## src/rtl/sram_sel_pkg.sv

```systemverilog
package sram_sel_pkg;

    // Window size is fixed at 4 KB: the low address bits ignored by the decode.
    localparam int WINDOW_SHIFT = 12;

    typedef struct packed {
        logic hi;   // upper lane selected
        logic lo;   // lower lane selected
        logic wr;   // write strobe to RAM
    } lane_req_t;

    // True when both addresses fall in the same 4 KB window.
    function automatic logic window_match(input logic [31:0] a, input logic [31:0] base);
        return a[31:WINDOW_SHIFT] == base[31:WINDOW_SHIFT];
    endfunction

    // Bits needed to count up to a wait limit (at least one bit).
    function automatic int wait_bits(input int waits);
        return $clog2(waits + 2);
    endfunction

endpackage

```

## src/rtl/sram_lane_decode.sv

```systemverilog
module sram_lane_decode
    import sram_sel_pkg::*;
(
    input  logic      sel,       // strobe active and window hit
    input  logic      uds_n,
    input  logic      lds_n,
    input  logic      rd_wr_n,
    output lane_req_t req,
    output logic      access_ok
);
    always_comb begin
        req.hi    = sel & ~uds_n;
        req.lo    = sel & ~lds_n;
        req.wr    = (req.hi | req.lo) & ~rd_wr_n;
        access_ok = req.hi | req.lo;
    end
endmodule

```

## src/rtl/sram_ack_timer.sv

```systemverilog
module sram_ack_timer
    import sram_sel_pkg::*;
#(
    parameter int WAIT_STATES = 2
) (
    input  logic clk,
    input  logic rst,
    input  logic access_ok,
    output logic ack
);
    localparam int CNT_W = wait_bits(WAIT_STATES);
    localparam logic [CNT_W-1:0] LIMIT = CNT_W'(WAIT_STATES);

    generate
        if (WAIT_STATES == 0) begin : g_nowait
            always_ff @(posedge clk) begin
                if (rst) ack <= 1'b0;
                else     ack <= access_ok;
            end
        end else begin : g_wait
            logic [CNT_W-1:0] cnt_q;
            always_ff @(posedge clk) begin
                if (rst || !access_ok) begin
                    cnt_q <= '0;
                    ack   <= 1'b0;
                end else if (cnt_q == LIMIT) begin
                    ack   <= 1'b1;
                end else begin
                    cnt_q <= cnt_q + 1'b1;
                end
            end
        end
    endgenerate
endmodule

```

## src/rtl/sram_lane_select.sv

```systemverilog
module sram_lane_select
    import sram_sel_pkg::*;
#(
    parameter int          ADDR_W      = 24,
    parameter logic [31:0] REGION_BASE = 32'h0000_3000,
    parameter int          WAIT_STATES = 2
) (
    input  logic              clk,
    input  logic              rst,
    input  logic [ADDR_W-1:0] addr,
    input  logic              as_n,
    input  logic              uds_n,
    input  logic              lds_n,
    input  logic              rd_wr_n,
    output logic              cs_hi_n,
    output logic              cs_lo_n,
    output logic              we_n,
    output logic              dtack_n
);
    lane_req_t req;
    logic      hit, sel, access_ok, ack;

    assign hit = window_match(32'(addr), REGION_BASE);
    assign sel = hit & ~as_n;

    sram_lane_decode u_dec (
        .sel       (sel),
        .uds_n     (uds_n),
        .lds_n     (lds_n),
        .rd_wr_n   (rd_wr_n),
        .req       (req),
        .access_ok (access_ok)
    );

    sram_ack_timer #(.WAIT_STATES(WAIT_STATES)) u_ack (
        .clk       (clk),
        .rst       (rst),
        .access_ok (access_ok),
        .ack       (ack)
    );

    assign cs_hi_n = ~req.hi;
    assign cs_lo_n = ~req.lo;
    assign we_n    = ~req.wr;
    // Gate with the live access so the acknowledge drops with the strobes.
    assign dtack_n = ~(ack & access_ok);
endmodule

```

## config.mk

```make
export PLATFORM = sky130hd
export DESIGN_NAME = sram_lane_select
export DESIGN_NICKNAME = d
export VERILOG_FILES = /design/src/rtl/sram_sel_pkg.sv /design/src/rtl/sram_lane_decode.sv /design/src/rtl/sram_ack_timer.sv /design/src/rtl/sram_lane_select.sv
export SDC_FILE = /design/constraint.sdc
export NUM_CORES = 1
export LEC_CHECK = 0
export ABC_CLOCK_PERIOD_IN_PS = 1900
export BUFFER_PORTS_ARGS = -buffer_cell sky130_fd_sc_hd__clkbuf_2
export CORE_AREA = 2 2 39 41
export CTS_BUF_LIST = sky130_fd_sc_hd__clkbuf_8
export CTS_CLUSTER_DIAMETER = 150
export DETAILED_ROUTE_END_ITERATION = 8
export DIE_AREA = 0 0 41 43
export HOLD_SLACK_MARGIN = 0.02
export SYNTH_ARGS = -nofsm -noshare
export SYNTH_HDL_FRONTEND = slang
export SYNTH_SLANG_ARGS = --single-unit
```

## constraint.sdc

```tcl
create_clock -name clk -period 1.9 [get_ports clk]
set_input_delay 0.475 -clock clk [delete_from_list [all_inputs] [get_ports clk]]
set_output_delay 0.475 -clock clk [all_outputs]
set_load 0.02 [all_outputs]
```

==> flow_summary.json <==
{
  "status": "finished, violations left",
  "violations": "setup timing",
  "gp_congestion": 0.526,
  "p_leak_nw": 0.210,
  "worstPathArrival_ns": 1.55,
  "grt_pass1_vias": 228,
  "wl_per_cell_um": 7.95,
  "cts_tree": "yes",
  "core_sq_um": 1380,
  "synthAdderAreaFrac": 0.0629,
  "worstPathCellList": "clkbuf_2, nor4_4, nand4b_4, or3b_1, buf_6",
  "end_kind": "primary output",
  "fin_nets": 81,
  "period_share": 1.06,
  "syn_avg_cell_area_sq_um": 9.04,
  "maxCapViolCount": 0,
  "row_count": 14,
  "ys_seq_area_frac": 0.302,
  "pin_count": 34,
  "grt_max_degree": 6,
  "grt_remaining_overflow": 0,
  "antenna_found_initial": 0,
  "rsz0062_at_grt": "true",
  "required_ns": 1.42,
  "grt_use_total": 0.0772,
  "drc_errors": 0,
  "drive_above_1_share": 0.653,
  "fin_setup_tns_ns": -0.326,
  "syn-num-nets": 53,
  "period_minus_slack_ns": 2.02,
  "grt_pass1_wl_um": 807,
  "worstSetupPathType": "primary input to primary output",
  "cts_made_buffers": 3,
  "cp_max_fo": 5,
  "ctsHoldBuffers": 0,
  "portBuffers": 21,
  "drtAntennaViolNets": 0,
  "syn_inst": 22,
  "clockBufferDepth": 2,
  "setup_slack_ns": -0.123,
  "dieHeight_um": 43,
  "relSlewSlack": 0.831,
  "drtIter0Drc": 0,
  "synth_top_family_by_area": "simple AND/OR/NAND/NOR gates",
  "wirelength_um": 517,
  "tightest_slew_ns": 0.252,
  "htreeDepth": 1,
  "synthMuxAreaShare": 0,
  "ys_seq_elements": 3,
  "crit_path_start_kind": "primary input",
  "vdd_ir_drop_max_uv": 216,
  "ys_types": 15,
  "cp_slowest_cell": "or3b_1",
  "dieArea_sq_um": 1760,
  "post_drt_via_cell_ratio": 3.98,
  "layout_commonest_cell": "clkbuf_2",
  "final_max_slew_viol_count": 0,
  "setup_viol": 4,
  "finalHoldViolCount": 0,
  "drtPass1Iterations": 1,
  "path_clk_slew_ns": 0.03,
  "hp-class": "primary input to register",
  "cts_sinks": 3,
  "cpPeakStageDelay_ns": 0.38,
  "synth-compound-area-share": 0.0252,
  "worstSkewPairLatency_ns": 0.21,
  "yosys.area_share.simple": 0.547,
  "max_clock_freq_mhz": 494,
  "layout_common_cells": "16 x clkbuf_2, 3 x nor4_1, 3 x clkbuf_8, 3 x buf_2, 3 x dfxtp_1",
  "synthToLayoutAreaGrowth_pct": 115,
  "synth_xor_area_frac": 0.0440,
  "root_buffer": "clkbuf_8",
  "die_x_um": 41,
  "synth.cell_area_sq_um": 199,
  "via_count": 259,
  "power_density_nw_per_um2": 630,
  "clock_skew_ns": 0.00310,
  "initial_core_util": 0.144,
  "num_antenna_cells": 0,
  "final_core_util": 0.309,
  "ys_warn_count": 0
}
[metrics by stage]
| stage | area, sq um | hold slack [ns] | setup WS (ns) | instances | total power, mW |
|---|---|---|---|---|---|
| 6_report | 428 | 0.463 | -0.123 | 65 | 0.270 |
| 5_1_grt | 428 | 0.475 | -0.196 | 65 | 0.285 |
| 4_1_cts | 384 | 0.464 | -0.148 | 65 | 0.267 |
| 3_5_place_dp | 332 | 0.467 | -0.150 | 60 | 0.0884 |
| 3_3_place_gp | 332 | 0.462 | -0.148 | 60 | 0.0880 |
| 2_1_floorplan | 199 | 0.450 | 0.0225 | 22 | 0.0689 |
[critical path, delay by kind of cell]
family / cells / cell delay [ns]
simple gates: 3 / 0.84
buf+inv: 2 / 0.24
[final timing paths]
check | startpoint | to | slack [ns] | cells past startpoint
setup / recovery | addr[15] | dtack_n | -0.12 | 5
hold / removal | rst | u_ack.ack | 0.46 | 2
setup reg to reg | u_ack.g_wait.cnt_q[0] | u_ack.g_wait.cnt_q[1] | 0.82 | 5
hold reg to reg | u_ack.ack | u_ack.ack | 0.47 | 2
[state kept, by name, indices dropped and copies added (netlist names)]
register            cells
u_ack.ack               1
u_ack.g_wait.cnt_q      2
[synth_stat cells]
master / instances / area, sq um
or3_1: 1 / 6.26
and2_1: 1 / 6.26
nor3_1: 1 / 5.00
nor4_2: 2 / 25.0
a21oi_1: 1 / 5.00
inv_1: 1 / 3.75
ha_1: 1 / 12.5
dfxtp_1: 3 / 60.1
nand4b_2: 1 / 15.0
xor2_1: 1 / 8.76
or2_2: 2 / 12.5
nor4_1: 3 / 18.8
nor2_1: 2 / 7.51
or3b_1: 1 / 8.76
nand2_1: 1 / 3.75
[area by class of cell]
class	count	area [sq um]
repair buffers	23	133
inverters	1	3.75
well taps	16	20.0
fillers	148	956
clock buffers	3	41.3
multi-input cells	18	166
flip-flops and latches	3	60.1
clock inverters	1	3.75
[logic make-up after synthesis]
logic type,count (synthesis)
compound gates,1
xor+xnor,1
simple gates,15
flops,3
fa+ha+maj,1
buf+inv,1
[where the power goes]
part	internal, mW	switching [mW]
registers	0.0635	0.000000911
clock network	0.137	0.0381
logic	0.0180	0.0131
total	0.219	0.0512
[routing by layer]
| layer | vias up | global-route usage | share of wire | routed length (um) |
|---|---|---|---|---|
| met3 | 0 | 0.0524 | 0.081 | 42 |
| met5 | - | 0 | 0 | 0 |
| met4 | 0 | 0.100 | 0 | 0 |
| met1 | 115 | 0.0641 | 0.30 | 154 |
| li1 | 135 | - | - | - |
| met2 | 9 | 0.100 | 0.62 | 320 |
[timing repair]
item	4_1_cts	5_1_grt
resized for setup	0	12
pin swaps	1	1
buffers inserted	1	0
setup endpoints to repair	4	4
No activity file was read; power rests on OpenSTA's default activity.
